File: config.mk
export PLATFORM = sky130hd
export DESIGN_NAME = gpio_lvl_irq
export DESIGN_NICKNAME = d
export VERILOG_FILES = /design/src/rtl/gpio_lvl_pkg.sv /design/src/rtl/gpio_sync2.sv /design/src/rtl/gpio_lvl_latch.sv /design/src/rtl/gpio_ctl_regs.sv /design/src/rtl/gpio_lvl_irq.sv
export SDC_FILE = /design/constraint.sdc
export NUM_CORES = 1
export LEC_CHECK = 0
export BUFFER_PORTS_ARGS = -buffer_cell sky130_fd_sc_hd__buf_2
export CORE_MARGIN = 2
export CORE_UTILIZATION = 24
export CTS_BUF_LIST = sky130_fd_sc_hd__clkbuf_8 sky130_fd_sc_hd__clkbuf_16
export CTS_CLUSTER_DIAMETER = 80
export DETAILED_ROUTE_END_ITERATION = 6
export GPL_TIMING_DRIVEN = 0
export PLACE_DENSITY = 0.41
export SLEW_MARGIN = 20
export SYNTH_ARGS = -nofsm -noshare
export SYNTH_HDL_FRONTEND = slang
export SYNTH_HIERARCHICAL = 1
export SYNTH_SLANG_ARGS = --single-unit
File: constraint.sdc
create_clock -name clk -period 3.81 [get_ports clk]
set_input_delay 0.762 -clock clk [delete_from_list [all_inputs] [get_ports clk]]
set_output_delay 0.762 -clock clk [all_outputs]
set_load 0.005 [all_outputs]
File: src/rtl/gpio_lvl_pkg.sv
`timescale 1ns/1ps
package gpio_lvl_pkg;

    localparam logic [15:0] OFS_DOUT   = 16'h0000;
    localparam logic [15:0] OFS_OE     = 16'h0004;
    localparam logic [15:0] OFS_SAMPLE = 16'h0008;
    localparam logic [15:0] OFS_STAT   = 16'h000C;
    localparam logic [15:0] OFS_POL_LO = 16'h0010;
    localparam logic [15:0] OFS_IEN    = 16'h0014;
    localparam logic [15:0] OFS_POL_HI = 16'h0018;
    localparam logic [15:0] OFS_ROUTE  = 16'h001C;

    // lines per polarity register, and bit stride between their fields
    localparam int unsigned POL_PER_REG = 8;
    localparam int unsigned POL_STRIDE  = 4;

    typedef enum logic [3:0] {
        SEL_NONE,
        SEL_DOUT,
        SEL_OE,
        SEL_SAMPLE,
        SEL_STAT,
        SEL_POL_LO,
        SEL_IEN,
        SEL_POL_HI,
        SEL_ROUTE
    } reg_sel_e;

    function automatic reg_sel_e decode_addr(input logic [15:0] a);
        reg_sel_e s;
        case (a)
            OFS_DOUT:   s = SEL_DOUT;
            OFS_OE:     s = SEL_OE;
            OFS_SAMPLE: s = SEL_SAMPLE;
            OFS_STAT:   s = SEL_STAT;
            OFS_POL_LO: s = SEL_POL_LO;
            OFS_IEN:    s = SEL_IEN;
            OFS_POL_HI: s = SEL_POL_HI;
            OFS_ROUTE:  s = SEL_ROUTE;
            default:    s = SEL_NONE;
        endcase
        return s;
    endfunction

endpackage

File: src/rtl/gpio_sync2.sv
`timescale 1ns/1ps
module gpio_sync2 #(
    parameter int unsigned W = 12
) (
    input  logic         clk,
    input  logic         rst_n,
    input  logic [W-1:0] async_in,
    output logic [W-1:0] sync_out
);

    typedef struct packed {
        logic [W-1:0] meta;
        logic [W-1:0] settled;
    } sync_t;

    sync_t sync_d, sync_q;

    always_comb begin
        sync_d.meta    = async_in;
        sync_d.settled = sync_q.meta;
    end

    always_ff @(posedge clk or negedge rst_n) begin
        if (!rst_n) sync_q <= '0;
        else        sync_q <= sync_d;
    end

    assign sync_out = sync_q.settled;

endmodule

File: src/rtl/gpio_lvl_latch.sv
`timescale 1ns/1ps
module gpio_lvl_latch #(
    parameter int unsigned N = 12
) (
    input  logic         clk,
    input  logic         rst_n,
    input  logic [N-1:0] level_in,
    input  logic [N-1:0] pol,
    input  logic [N-1:0] ack,
    output logic [N-1:0] active,
    output logic [N-1:0] status
);

    logic [N-1:0] stat_d, stat_q;

    // polarity 1 inverts the sampled level (active-low)
    assign active = level_in ^ pol;

    // an acknowledged bit drops for this edge; a still-active source re-sets it next edge
    always_comb begin
        stat_d = (stat_q | active) & ~ack;
    end

    always_ff @(posedge clk or negedge rst_n) begin
        if (!rst_n) stat_q <= '0;
        else        stat_q <= stat_d;
    end

    assign status = stat_q;

endmodule

File: src/rtl/gpio_ctl_regs.sv
`timescale 1ns/1ps
module gpio_ctl_regs
    import gpio_lvl_pkg::*;
#(
    parameter int unsigned N  = 12,
    parameter int unsigned DW = 32
) (
    input  logic          clk,
    input  logic          rst_n,
    input  logic          we,
    input  reg_sel_e      sel,
    input  logic [DW-1:0] wdata,
    input  logic [N-1:0]  sample,
    input  logic [N-1:0]  status,
    output logic [N-1:0]  dout,
    output logic [N-1:0]  oe,
    output logic [N-1:0]  ien,
    output logic [N-1:0]  pol,
    output logic [DW-1:0] route,
    output logic [N-1:0]  ack,
    output logic [DW-1:0] rdata
);

    typedef struct packed {
        logic [N-1:0]  dout;
        logic [N-1:0]  oe;
        logic [N-1:0]  ien;
        logic [N-1:0]  pol;
        logic [DW-1:0] route;
    } ctl_t;

    ctl_t ctl_d, ctl_q;

    always_comb begin
        ctl_d = ctl_q;
        if (we) begin
            case (sel)
                SEL_DOUT:  ctl_d.dout  = wdata[N-1:0];
                SEL_OE:    ctl_d.oe    = wdata[N-1:0];
                SEL_IEN:   ctl_d.ien   = wdata[N-1:0];
                SEL_ROUTE: ctl_d.route = wdata;
                SEL_POL_LO: begin
                    for (int n = 0; n < N; n++) begin
                        if (n < POL_PER_REG)
                            ctl_d.pol[n] = wdata[POL_STRIDE*(n % POL_PER_REG)];
                    end
                end
                SEL_POL_HI: begin
                    for (int n = 0; n < N; n++) begin
                        if (n >= POL_PER_REG)
                            ctl_d.pol[n] = wdata[POL_STRIDE*(n % POL_PER_REG)];
                    end
                end
                default: ;
            endcase
        end
    end

    always_ff @(posedge clk or negedge rst_n) begin
        if (!rst_n) ctl_q <= '0;
        else        ctl_q <= ctl_d;
    end

    assign ack = (we && sel == SEL_STAT) ? wdata[N-1:0] : '0;

    always_comb begin
        rdata = '0;
        case (sel)
            SEL_DOUT:   rdata[N-1:0] = ctl_q.dout;
            SEL_OE:     rdata[N-1:0] = ctl_q.oe;
            SEL_SAMPLE: rdata[N-1:0] = sample;
            SEL_STAT:   rdata[N-1:0] = status;
            SEL_IEN:    rdata[N-1:0] = ctl_q.ien;
            SEL_ROUTE:  rdata        = ctl_q.route;
            SEL_POL_LO: begin
                for (int n = 0; n < N; n++) begin
                    if (n < POL_PER_REG)
                        rdata[POL_STRIDE*(n % POL_PER_REG)] = ctl_q.pol[n];
                end
            end
            SEL_POL_HI: begin
                for (int n = 0; n < N; n++) begin
                    if (n >= POL_PER_REG)
                        rdata[POL_STRIDE*(n % POL_PER_REG)] = ctl_q.pol[n];
                end
            end
            default: ;
        endcase
    end

    assign dout  = ctl_q.dout;
    assign oe    = ctl_q.oe;
    assign ien   = ctl_q.ien;
    assign pol   = ctl_q.pol;
    assign route = ctl_q.route;

endmodule

File: src/rtl/gpio_lvl_irq.sv
`timescale 1ns/1ps
module gpio_lvl_irq
    import gpio_lvl_pkg::*;
#(
    parameter int unsigned NLINES = 12,
    parameter int unsigned ADDR_W = 6,
    parameter int unsigned DATA_W = 32
) (
    input  logic              clk,
    input  logic              rst_n,
    input  logic [ADDR_W-1:0] bus_addr,
    input  logic              bus_we,
    input  logic [DATA_W-1:0] bus_wdata,
    output logic [DATA_W-1:0] bus_rdata,
    input  logic [NLINES-1:0] pin_in,
    output logic [NLINES-1:0] pin_out,
    output logic [NLINES-1:0] pin_oe,
    output logic [DATA_W-1:0] mux_sel,
    output logic              host_irq
);

    logic [15:0]       addr_ext;
    reg_sel_e          sel;
    logic [NLINES-1:0] in_sync;
    logic [NLINES-1:0] pol_vec;
    logic [NLINES-1:0] ack_vec;
    logic [NLINES-1:0] act_vec;
    logic [NLINES-1:0] st_vec;
    logic [NLINES-1:0] en_vec;

    assign addr_ext = 16'(bus_addr);
    assign sel      = decode_addr(addr_ext);

    gpio_sync2 #(.W(NLINES)) sync_i (
        .clk      (clk),
        .rst_n    (rst_n),
        .async_in (pin_in),
        .sync_out (in_sync)
    );

    gpio_lvl_latch #(.N(NLINES)) latch_i (
        .clk      (clk),
        .rst_n    (rst_n),
        .level_in (in_sync),
        .pol      (pol_vec),
        .ack      (ack_vec),
        .active   (act_vec),
        .status   (st_vec)
    );

    gpio_ctl_regs #(.N(NLINES), .DW(DATA_W)) regs_i (
        .clk    (clk),
        .rst_n  (rst_n),
        .we     (bus_we),
        .sel    (sel),
        .wdata  (bus_wdata),
        .sample (in_sync),
        .status (st_vec),
        .dout   (pin_out),
        .oe     (pin_oe),
        .ien    (en_vec),
        .pol    (pol_vec),
        .route  (mux_sel),
        .ack    (ack_vec),
        .rdata  (bus_rdata)
    );

    assign host_irq = |(st_vec & en_vec);

endmodule

; ---- After elaboration in Yosys (flattened, before gate mapping)
; Memory sizes are Yosys's and may differ from the RTL's.
; Cells that the tools add are included.
; Widths: inputs -> output; s select.
[totals]
reg_bits = 116
rom_bits = 128
in_bits = 53
out_inout_bits = 89
elab_cells = 50
n_memories = 1
[op_classes]
eq_ne = 8
n_mux = 18
n_bitwise = 5
n_reduce_logical = 9
[mem_list]
columns = memory, depth, width, read_ports, rd_ports_with_merged_regs, write_ports, line_no
row1 = (no name shown), 32, 4, 1, 0, 0, gpio_lvl_pkg.sv:31  ; case (a)
[op_table]
columns = op, count
row1 = $pmux 3 s6, 3
row2 = $and 12x12->12, 2
row3 = $pmux 1 s8, 3
row4 = $eq 4x3->1 const B, 4
row5 = $mux 3, 5
row6 = $mux 12, 1
row7 = $not 12->12, 1
row8 = $or 12x12->12, 1
row9 = $reduce_and 2->1, 6
row10 = $reduce_or 12->1, 1
row11 = $xor 12x12->12, 1
row12 = $logic_not 11->1, 1
row13 = $eq 4x2->1 const B, 2
row14 = $pmux 1 s2, 4
row15 = $eq 4x1->1 const B, 1
row16 = $eq 4x4->1 const B, 1
row17 = $mux 4, 1
row18 = $pmux 1 s3, 1
row19 = $logic_and 1x1->1, 1

; ---- Longest topological paths before layout
; Gate-level depths: netlist of the first run.
[logic_depth]
ltp_word = 7
mapped_depth = 9
mapped_depth_nobuf = 7

; ---- Hierarchy
; The synthesis of the first run kept the hierarchy.
[modules_own_cells]
columns = mod, instances, cells_per_inst, area_per_inst_um2, seq_area_each_um2
row1 = gpio_ctl_regs, 1, 344, 4312.9, 2001.9
row2 = gpio_sync2, 1, 24, 600.6, 600.6
row3 = gpio_lvl_latch, 1, 36, 525.5, 300.3
row4 = gpio_lvl_irq, 1, 16, 128.9, 0.0

; ---- Worst setup path before layout of the first run
; No wires, ideal clock.
[synth_timing]
kind = input to output
start = input port bus_addr[5]
end = output port bus_rdata[0]
arrival_ns = 2.390
required_time_ns = 3.048
slack_ns = 0.658
path_stages = 7
path_buffers = 2
path_cell_list = or3_4 -> nor2_1 -> buf_4 -> buf_4 -> nand3b_1 -> a21oi_1 -> or4_1
[synth_between]
elab_chain_len = 4
word_cells_on_any_way = 11
classes_between = eq/ne (8) / mux (2) / reduce/logical (1)
[synth_lines]
columns = element, line_no
row1 = from (decl), gpio_lvl_irq.sv:11  ; input logic [ADDR_W-1:0] bus_addr,
row2 = $logic_not 11->1 *, gpio_lvl_pkg.sv:31
row3 = $mux 4 *, gpio_lvl_pkg.sv:31
row4 = via sel[0], gpio_lvl_irq.sv:23  ; reg_sel_e sel;
row5 = $eq 4x3->1 (tied with other cells), gpio_ctl_regs.sv:68  ; case (sel)
row6 = $pmux 1 s8 *, gpio_ctl_regs.sv:68
row7 = to (decl), gpio_lvl_irq.sv:14  ; output logic [DATA_W-1:0] bus_rdata,
; The timed path passes the listed nets; every way through them passes the cells marked *.

; ---- Final worst setup path of the first run
[layout_timing]
start = input port bus_addr[5]
end = output port bus_rdata[20]
[layout_between]
elab_chain_len = 4
word_cells_on_any_way = 5
classes_between = eq/ne (2) / mux (2) / reduce/logical (1)
[layout_lines]
columns = element, line_no
row1 = $logic_not 11->1 *, gpio_lvl_pkg.sv:31
row2 = $mux 4 *, gpio_lvl_pkg.sv:31
row3 = via sel[3], gpio_lvl_irq.sv:23
row4 = $eq 4x3->1 or $eq 4x4->1 (tied branches), gpio_ctl_regs.sv:68
row5 = $pmux 1 s2 *, gpio_ctl_regs.sv:68
; Marked as above.

==> results of run 1 <==
## state kept, by name, indices dropped and copies added, names as in the netlist
register	cells
latch_i/status	12
sync_i/sync_out	12
regs_i/ien	12
sync_i/sync_d	12
regs_i/oe	12
regs_i/pol	12
regs_i/dout	12
regs_i/route	32
## logic make-up after synthesis
family                    after synthesis
DFF                                   116
and+or+nand+nor                       109
buffers and inverters                  30
AOI/OAI and AO/OA                      58
xor gates and xnor gates               14
muxes                                  93
## layout make-up
class / count / area [µm²] / share of cell area (%)
sequential: 116 / 2903 / 39.50
inverter: 7 / 26.28 / 0.3576
multi-input combinational: 274 / 2530 / 34.43
buffer: 23 / 156.4 / 2.128
clock buffer: 21 / 480.5 / 6.538
clock inverter: 11 / 148.9 / 2.026
timing repair buffer: 143 / 747.0 / 10.17
tap: 285 / 356.6 / 4.853
## final timing paths
kind / start / end / slack (ns) / cells after the start
worst max-delay path: bus_addr[5] / bus_rdata[20] / 0.17 / 9
worst min-delay path: rst_n / regs_i/oe[6] / 0.33 / 1
worst max register to register: regs_i/pol[6] / latch_i/status[6] / 2.90 / 2
worst min register to register: sync_i/sync_d[9] / sync_i/sync_out[9] / 0.35 / 0
max in group asynchronous: rst_n / regs_i/pol[3] / 2.77 / 2
min in group clk: sync_i/sync_d[9] / sync_i/sync_out[9] / 0.35 / 0
## report_power, final
| group | leakage [nW] | switching [mW] | internal [mW] |
|---|---|---|---|
| clock | 0.313 | 0.586 | 1.10 |
| sequential | 1.44 | 0.120 | 1.37 |
| combinational | 1.91 | 0.200 | 0.268 |
| total | 3.66 | 0.906 | 2.74 |
## synthesized netlist by cell type, types with 2 or more instances
library cell	number
o32ai_1	6
and3b_1	7
nor2b_1	5
o221ai_1	4
buf_4	4
o211ai_1	2
nor2_1	16
nand3_1	6
nand2_1	7
o21ai_0	3
nor3b_1	4
mux2_2	53
and2_1	27
nand2b_1	7
a222oi_1	2
mux2i_1	10
buf_2	9
or3b_2	2
a21oi_1	4
a22o_1	7
clkbuf_1	5
or4_1	3
xor2_1	13
buf_6	5
dfrtp_1	116
mux2_4	30
a221o_1	2
nand3b_1	15
a22oi_1	8
inv_1	7
o21ba_1	12
or2_2	2
a221oi_2	3
## what timing repair did
item                       CTS  global route
setup endpoints to repair   23            12
resized for setup            7             8
setup buffers                1             0
## critical path, stage by stage
cell and delay (ns):
buf_2 0.10, or3_4 0.42, nor2_2 0.25, clkbuf_2 0.27
buf_2 0.28, nor3b_4 0.38, a22oi_1 0.11, nor2_1 0.16
buf_2 0.14
## routing by layer
metal	vias to the layer above	part of all wire (%)	track usage (%)
met1	2048	47	20.12
met2	105	47	23.75
met5	-	0	0
met4	0	0.92	3.932
met3	10	4.5	3.406
li1	1861	-	-
==> impl_results.md, run 1 <==
* Status: complete, no violations
* 1st-iter DRT viols at 150
* Cell taking the most area after synthesis: dfrtp_1
* Post-Syn Nets at 473
* H-tree depth at 4
* Root buf cell: clkbuf_16
* CTS tree: yes
* Area contributors post-synth: dfrtp_1 52%, mux2_2 11%, mux2_4 8.1%
* Rows at 55
* Pre-CTS setup slack at -0.4511 ns
* Via density per instance at 4.573
* Vias at 4024
* Avg Synthesized Cell Area at 13.26 µm²
* Top_reg_cell synth: dfrtp_1
* Number of synthesized flops with an enable pin at 0
* Average wire per standard cell at 19.73 µm
* Max-cap violations at 0
* Final design utilization at 32.36%
* Area after DPL at 0.006664 mm²
* Async set-reset flop share out of synthesis at 100.0%
* CTS Hold Bufs at 0
* Crit path kind: input port to primary output
* VDD IR max at 249.1 µV
* Global-route wire length before repair at 26710 µm
* Fill count at approximately 2300
* CP arrival at 2.88 ns
* Initial Utilization at about a quarter
* Tightest Hold Check Type: input port to async pin
* Synth cell types at 47
* Least-Margin Pin Slew at 0.6573 ns
* Critical Path End Type: primary output
* Max-slew headroom at 56.18%
* Fin Setup TNS at 0 ns
* Nets@finish at 635
* Initial antenna violation count at 0
* Leak at 3.663 nW
* Critical Path RT at 3.05 ns
* PwrDens at 496.4 mW/mm²
* Core region area at roughly 0.023 mm²
* Fin area at 0.007348 mm²
* Cells after DPL at 847
* Yosys top cell area share at 52.13%
* Latest clock arrival within the worst-skew pair at 0.41 ns
* Layout cells sized above 1 at 50.25%
* Post-Route WL at 17370 µm
* Compound-cell area share of the yosys netlist at 9.056%
* Fin. max-slew vios at 0
* Sequential-to-total area share from yosys stat at 52.13%
* Synth warn at 6
* DRC at 0
* Global route total overflow at 0
* Post-synthesis cell area at around 0.0056 mm²
* CTS sink cnt at approximately 120
* CTS Buffer Depth at 2
* Startpoint Class: input port
* Full die area at 0.02443 mm²
* Total Routing Usage GR at 14.81%
* Setup ws final at 0.1678 ns
* Number of buffers added on ports at 141
* Most frequent cells in the layout: 148 x buf_2, 116 x dfrtp_1, 53 x mux2_2, 30 x mux2_4, 27 x and2_1
* DIE HEIGHT at 156.3 µm
* Final cell count without fillers at 880
* Synthesized instance count at 420
* Final hold viol count at 0
* CTS buffer count at 17
* Post-Synth XOR/XNOR Area at 2.202%
* # setup viols final at 0
* Main combinational cell family by area after synthesis: multiplexers
* Design Power at 3.648 mW
* Simple-gate share of the synthesized area at ~13%
* Hold Slack at 0.3288 ns
* Post-synthesis mux area share at 20.61%
* Worst-path clk slew at approximately 0.050 ns
* FF+latch count, synth at ~120
* Vias in the first global route at between 4000 and 5000
* Area growth, synth to finish at 31.98%
* Largest net degree at the start of global routing at 61
* Antenna viol nets, final at 0
* CP max FO at 10
* # diodes at 0
* Fmax at 274.6 MHz
* Die X at 156.3 µm
* Final period util at between 90 and 100%
* IO Pins at between 100 and 150
* Final GP Congestion at 0.7774
* First-pass DRT Iterations at 4
* Post-layout min period at 3.642 ns
* Commonest non-fill, non-tap cell in the layout: buf_2
* Adder-cell share of the synthesized area at 0%
* Skew final at 0.004947 ns
* Final HPWL DP at 12660 µm
(Power assumes the default switching activity.)
==> run 2, diff against run 1 <==
--- a/config.mk
+++ b/config.mk
@@ -5,14 +5,14 @@
 export SDC_FILE = /design/constraint.sdc
 export NUM_CORES = 1
 export LEC_CHECK = 0
-export BUFFER_PORTS_ARGS = -buffer_cell sky130_fd_sc_hd__buf_2
+export BUFFER_PORTS_ARGS = -buffer_cell sky130_fd_sc_hd__clkbuf_2
 export CORE_MARGIN = 2
 export CORE_UTILIZATION = 24
-export CTS_BUF_LIST = sky130_fd_sc_hd__clkbuf_8 sky130_fd_sc_hd__clkbuf_16
 export CTS_CLUSTER_DIAMETER = 80
 export DETAILED_ROUTE_END_ITERATION = 6
 export GPL_TIMING_DRIVEN = 0
 export PLACE_DENSITY = 0.41
+export REMOVE_ABC_BUFFERS = 1
 export SLEW_MARGIN = 20
 export SYNTH_ARGS = -nofsm -noshare
 export SYNTH_HDL_FRONTEND = slang
==> impl_results.md, run 2 (synthesis results as in run 1) <==
* Number of buffers added on ports at 141 (unchanged)
* Least-Margin Pin Slew at 1.028 ns (+0.3708 ns)
* Antenna viol nets, final at 0 (unchanged)
* Rows at 55 (unchanged)
* CP endpoint: bus_rdata[4]
* Area after DPL at 0.006664 mm² (unchanged)
* 1st-iter DRT viols at 234 (+56%)
* FF-to-FF End: latch_i/status[9]
* CP max FO at 25 (+15)
* Leak at 3.574 nW (-2.4%)
* Final cell count without fillers at 867 (-1.5%)
* Setup ws final at 0.2125 ns (+0.04469 ns)
* Most Crowded Layer GR: met2
* Die X at 156.3 µm (unchanged)
* Via density per instance at 4.588 (+0.34%)
* Global-route wire length before repair at 25340 µm (-5.1%)
* Most frequent cells in the layout: 140 x clkbuf_2, 116 x dfrtp_1, 53 x mux2_2, 30 x mux2_4, 27 x and2_1
* Final HPWL DP at 11650 µm (-8.0%)
* Worst r2r path cells at 2 (unchanged)
* Final period util at 94.42% (-1.2 points)
* # diodes at 0 (unchanged)
* Cells after DPL at 829 (-2.1%)
* VDD IR max at 255.4 µV (+2.5%)
* GR Util met2 at 22.45% (-1.3 points)
* Worst-path clk slew at 0.05 ns (about the same)
* Tightest Hold Check Type: input port to async pin
* Pre-CTS setup slack at -0.1973 ns (+0.2538 ns)
* Status: complete, no violations
* Met1 Use GR at 19.07% (-1.1 points)
* Nets@finish at 622 (-2.0%)
* First-pass DRT Iterations at 4 (unchanged)
* Total Routing Usage GR at 14.11% (-0.70 points)
* Post-Route WL at 16460 µm (-5.2%)
* IO Pins at 142 (unchanged)
* Hold Slack at 0.2823 ns (-0.04644 ns)
* CTS Buffer Depth at 2 (unchanged)
* Fin. max-slew vios at 0 (unchanged)
* Global route total overflow at 0 (unchanged)
* Root buf cell: clkbuf_16
* Latest clock arrival within the worst-skew pair at 0.41 ns (about the same)
* Worst reg2reg setup slack at 2.94 ns (+0.04 ns)
* Max-cap violations at 0 (unchanged)
* Initial antenna violation count at 0 (unchanged)
* Average wire per standard cell at 18.98 µm (-3.8%)
* CP arrival at 2.84 ns (-0.04 ns)
* Fin Setup TNS at 0 ns (unchanged)
* Final design utilization at 32.31% (-0.050 points)
* Area growth, synth to finish at 31.78%
* Final hold viol count at 0 (unchanged)
* M3 GR Usage at 3.268% (-0.14 points)
* Max-slew headroom at 31.26% (-25 points)
* RSZ-0062 raised after global routing: false
* Largest net degree at the start of global routing at 75 (+23%)
* CTS tree: yes
* Core region area at 0.02271 mm² (unchanged)
* Fin area at 0.007337 mm² (-0.15%)
* Final GP Congestion at 0.7366 (-5.2%)
* Critical Path RT at 3.05 ns (about the same)
* Crit path kind: input port to primary output
* Post-layout min period at 3.597 ns (-0.04469 ns)
* # setup viols final at 0 (unchanged)
* Vias at 3978 (-1.1%)
* Initial Utilization at 24.52% (unchanged)
* CTS buffer count at 17 (unchanged)
* Skew final at 0.005646 ns (+0.0006997 ns)
* CTS sink cnt at 116 (unchanged)
* Critical Path End Type: primary output
* Max reg flops at 32 (unchanged)
* Full die area at 0.02443 mm² (unchanged)
* Setup crit start: bus_addr[5]
* H-tree depth at 4 (unchanged)
* Fmax at 278.0 MHz (+1.2%)
* Reg-to-reg startpoint: regs_i/pol[9]
* Design Power at 3.660 mW (+0.33%)
* Vias in the first global route at 4162 (-1.9%)
* DIE HEIGHT at 156.3 µm (unchanged)
* DRC at 0 (unchanged)
* Commonest non-fill, non-tap cell in the layout: clkbuf_2
* Layout cells sized above 1 at 48.97% (-1.3 points)
* Startpoint Class: input port
* PwrDens at 498.9 mW/mm² (+0.49%)
-- run 2: cell types whose count changed in the layout (fill, tap and decap cells not counted), moves of 4 or more --
| cell | change |
|---|---|
| buf_2 | -148 |
| buf_6 | -6 |
| clkbuf_2 | +137 |
| clkinv_4 | -4 |
| nor3b_1 | +4 |
-- run 2: worst max-delay path, cell delays in order --
cell	delay, ns
clkbuf_2	0.08
or3_4	0.46
nor2_4	0.34
buf_12	0.24
or3b_2	0.17
o32ai_1	0.07
or4_1	0.57
clkbuf_2	0.14
-- run 2: metal layers --
metal | wire, µm | vias to the layer above
met4 | 170 | 0
li1 | - | 1825
met3 | 562 | 9
met2 | 7832 | 86
met1 | 7893 | 2058
met5 | 0 | -
-- run 2: what timing repair did --
item / CTS / global route
hold buffers: 0 / 0
pin swaps: 1 / 2
buffers inserted: 2 / 3
endpoints found under the setup margin: 9 / 8
gates cloned: 1 / 0
resized for setup: 0 / 1
-- run 2: final cells by class --
class | instances | area (µm²)
Fill cell | 2314 | 15370
Inverter | 7 | 26.28
Clock inverter | 10 | 152.6
Sequential cell | 116 | 2903
Clock buffer | 22 | 474.2
Tap cell | 285 | 356.6
Timing Repair Buffer | 152 | 889.6
Multi-Input combinational cell | 275 | 2535
-- run 2: where the power goes --
part           total, mW  switching, mW  leakage [nW]  internal (mW)
clock network       1.70          0.557         0.310           1.14
logic              0.473          0.203          1.82          0.270
registers           1.49          0.117          1.44           1.37
total               3.66          0.877          3.57           2.78
-- run 2: worst min path at each step --
| stage | cells past startpoint | endpoint | start | slack, ns |
|---|---|---|---|---|
| after floorplan | 0 | sync_i/sync_out[0] | sync_i/sync_d[0] | 0.33 |
| after global placement | 0 | sync_i/sync_out[9] | sync_i/sync_d[9] | 0.34 |
| after detailed placement | 0 | sync_i/sync_out[3] | sync_i/sync_d[3] | 0.34 |
| after CTS | 1 | regs_i/route[18] | rst_n | 0.28 |
| after global routing | 1 | regs_i/route[13] | rst_n | 0.30 |
| final | 1 | regs_i/route[23] | rst_n | 0.28 |
==> run 3, diff against run 2 <==
--- a/config.mk
+++ b/config.mk
@@ -8,6 +8,7 @@
 export BUFFER_PORTS_ARGS = -buffer_cell sky130_fd_sc_hd__clkbuf_2
 export CORE_MARGIN = 2
 export CORE_UTILIZATION = 24
+export CTS_BUF_LIST = sky130_fd_sc_hd__clkbuf_4
 export CTS_CLUSTER_DIAMETER = 80
 export DETAILED_ROUTE_END_ITERATION = 6
 export GPL_TIMING_DRIVEN = 0
==> constraint.sdc (replaced) <==
create_clock -name clk -period 3.81 [get_ports clk]
set_input_delay 0.762 -clock clk [delete_from_list [all_inputs] [get_ports clk]]
set_output_delay 0.762 -clock clk [all_outputs]
set_load 0.02 [all_outputs]
==> impl_results.md, run 3 (synthesis results as in run 1) <==
* Status: complete, no violations
* Slowest-stage cell, CP: or4_1
* Vias at 3973 (-0.13%)
* Post-layout min period at 3.649 ns (+0.05158 ns)
* Fill count at 2344 (+1.3%)
* Area growth, synth to finish at 26.07%
* Largest net degree at the start of global routing at 75 (unchanged)
* Setup ws final at 0.1609 ns (-0.05158 ns)
* Rows at 55 (unchanged)
* Most used cell, CP: clkbuf_2
* Number of buffers added on ports at 141 (unchanged)
* RSZ-0062 raised after global routing: false
* Post-Route WL at 16410 µm (-0.33%)
* Global route total overflow at 0 (unchanged)
* CP max FO at 25 (unchanged)
* DRC at 0 (unchanged)
* Area of the multi-input gates at 0.002535 mm² (unchanged)
* Final period util at 95.78% (+1.4 points)
* Worst-path clk slew at 0.10 ns (+0.05 ns)
* Initial Utilization at 24.52% (unchanged)
* Average wire per standard cell at 18.90 µm (-0.44%)
* Layout cells sized above 1 at 48.80% (-0.17 points)
* # setup viols final at 0 (unchanged)
* 1st-iter DRT viols at 198 (-15%)
* Final cell count without fillers at 868 (+0.12%)
* Die X at 156.3 µm (unchanged)
* DIE HEIGHT at 156.3 µm (unchanged)
* Root buf cell: clkbuf_4
* Fin. max-slew vios at 0 (unchanged)
* CTS Buffer Depth at 2 (unchanged)
* Hold Slack at 0.1419 ns (-0.1404 ns)
* Total Routing Usage GR at 14.11% (about the same)
* Leak at 3.433 nW (-4.0%)
* Max reg flops at 32 (unchanged)
* Startpoint Class: input port
* IO Pins at 142 (unchanged)
* CTS tree: yes
* Most frequent cells in the layout: 140 x clkbuf_2, 116 x dfrtp_1, 53 x mux2_2, 30 x mux2_4, 27 x and2_1
* Full die area at 0.02443 mm² (unchanged)
* Global-route wire length before repair at 25330 µm (about the same)
* First-pass DRT Iterations at 4 (unchanged)
* H-tree depth at 4 (unchanged)
* Crit-path max cell delay at 0.57 ns (about the same)
* CTS buffer count at 17 (unchanged)
* Core region area at 0.02271 mm² (unchanged)
* Commonest non-fill, non-tap cell in the layout: clkbuf_2
* Cells after DPL at 829 (unchanged)
* Critical Path End Type: primary output
* Initial antenna violation count at 1 (+1)
* Fmax at 274.0 MHz (-1.4%)
* CTS Hold Bufs at 0 (unchanged)
* Critical Path RT at 3.05 ns (about the same)
* Reg area at 0.002903 mm² (unchanged)
* Pre-CTS setup slack at -0.2536 ns (-0.05630 ns)
* Latest clock arrival within the worst-skew pair at 0.54 ns (+0.13 ns)
* Area after DPL at 0.006664 mm² (unchanged)
* Via density per instance at 4.577 (-0.24%)
* Final GP Congestion at 0.7366 (unchanged)
* Nets@finish at 622 (unchanged)
* Vias in the first global route at 4172 (+0.24%)
* Max-cap violations at 0 (unchanged)
* CP cell instances: clkbuf_2, or3_4, nor2_4, buf_12, or3b_2, o32ai_1, or4_1, clkbuf_2
* Tightest Hold Check Type: input port to async pin
* Fin Setup TNS at 0 ns (unchanged)
* Skew final at 0.01142 ns (+0.005771 ns)
* VDD IR max at 134.4 µV (-47%)
* Max-slew headroom at 32.78% (+1.5 points)
* Final hold viol count at 0 (unchanged)
* Least-Margin Pin Slew at 1.006 ns (-0.02262 ns)
* Antenna viol nets, final at 0 (unchanged)
* PwrDens at 442.6 mW/mm² (-11%)
* Fin area at 0.007019 mm² (-4.3%)
* CP arrival at 2.89 ns (+0.05 ns)
* Final HPWL DP at 11650 µm (unchanged)
* CTS sink cnt at 116 (unchanged)
* Crit path kind: input port to primary output
==> run 3: layout make-up <==
cell class              count  area share, %
inverters                   7         0.3743
repair buffers            152          12.67
diodes                      1        0.03565
clock buffers              19          2.032
multi-input cells         275          36.11
clock inverters            13          2.335
flip-flops and latches    116          41.35
well taps                 285          5.080
==> run 3: routing by layer <==
layer  global-route usage [%]  wire [µm]  share of wire, %
met4                    5.111        294               1.8
met5                        0          0                 0
met3                    3.351        609               3.7
met1                    18.82       7755                47
met2                    22.32       7745                47
==> run 3: report_power, final <==
group / leakage, nW / internal (mW) / switching, mW
combinational: 1.82 / 0.271 / 0.350
sequential: 1.44 / 1.37 / 0.116
clock: 0.168 / 0.523 / 0.477
==> run 3: per-stage QoR <==
stage               util (%)  power, mW
finish                 30.91      3.106
global placement       28.53      2.119
CTS                    30.80      3.167
global route           30.91      3.277
floorplan                  -      1.852
detailed placement     29.34      2.143
==> run 3: what timing repair did <==
item,4_1_cts,5_1_grt
buffers inserted,2,3
setup endpoints to repair,25,6
gates resized for setup,1,0
pin swaps,2,2
gates cloned,1,0
==> run 3: worst paths after layout <==
check | endpoint | depth (start not counted) | from | slack [ns]
setup / recovery | bus_rdata[4] | 8 | bus_addr[5] | 0.16
hold / removal | regs_i/route[23] | 1 | rst_n | 0.14
setup reg to reg | latch_i/status[2] | 2 | regs_i/pol[2] | 2.93
hold reg to reg | sync_i/sync_out[6] | 0 | sync_i/sync_d[6] | 0.35
max in group asynchronous | regs_i/dout[9] | 2 | rst_n | 2.97
min in group clk | sync_i/sync_d[4] | 1 | pin_in[4] | 0.31
==> run 3: critical path: cells and delay by family <==
kind / cells / cell delay (ns)
AND/OR/NAND/NOR: 4 / 1.54
buffers and inverters: 3 / 0.51
AO/OA/AOI/OAI: 1 / 0.07
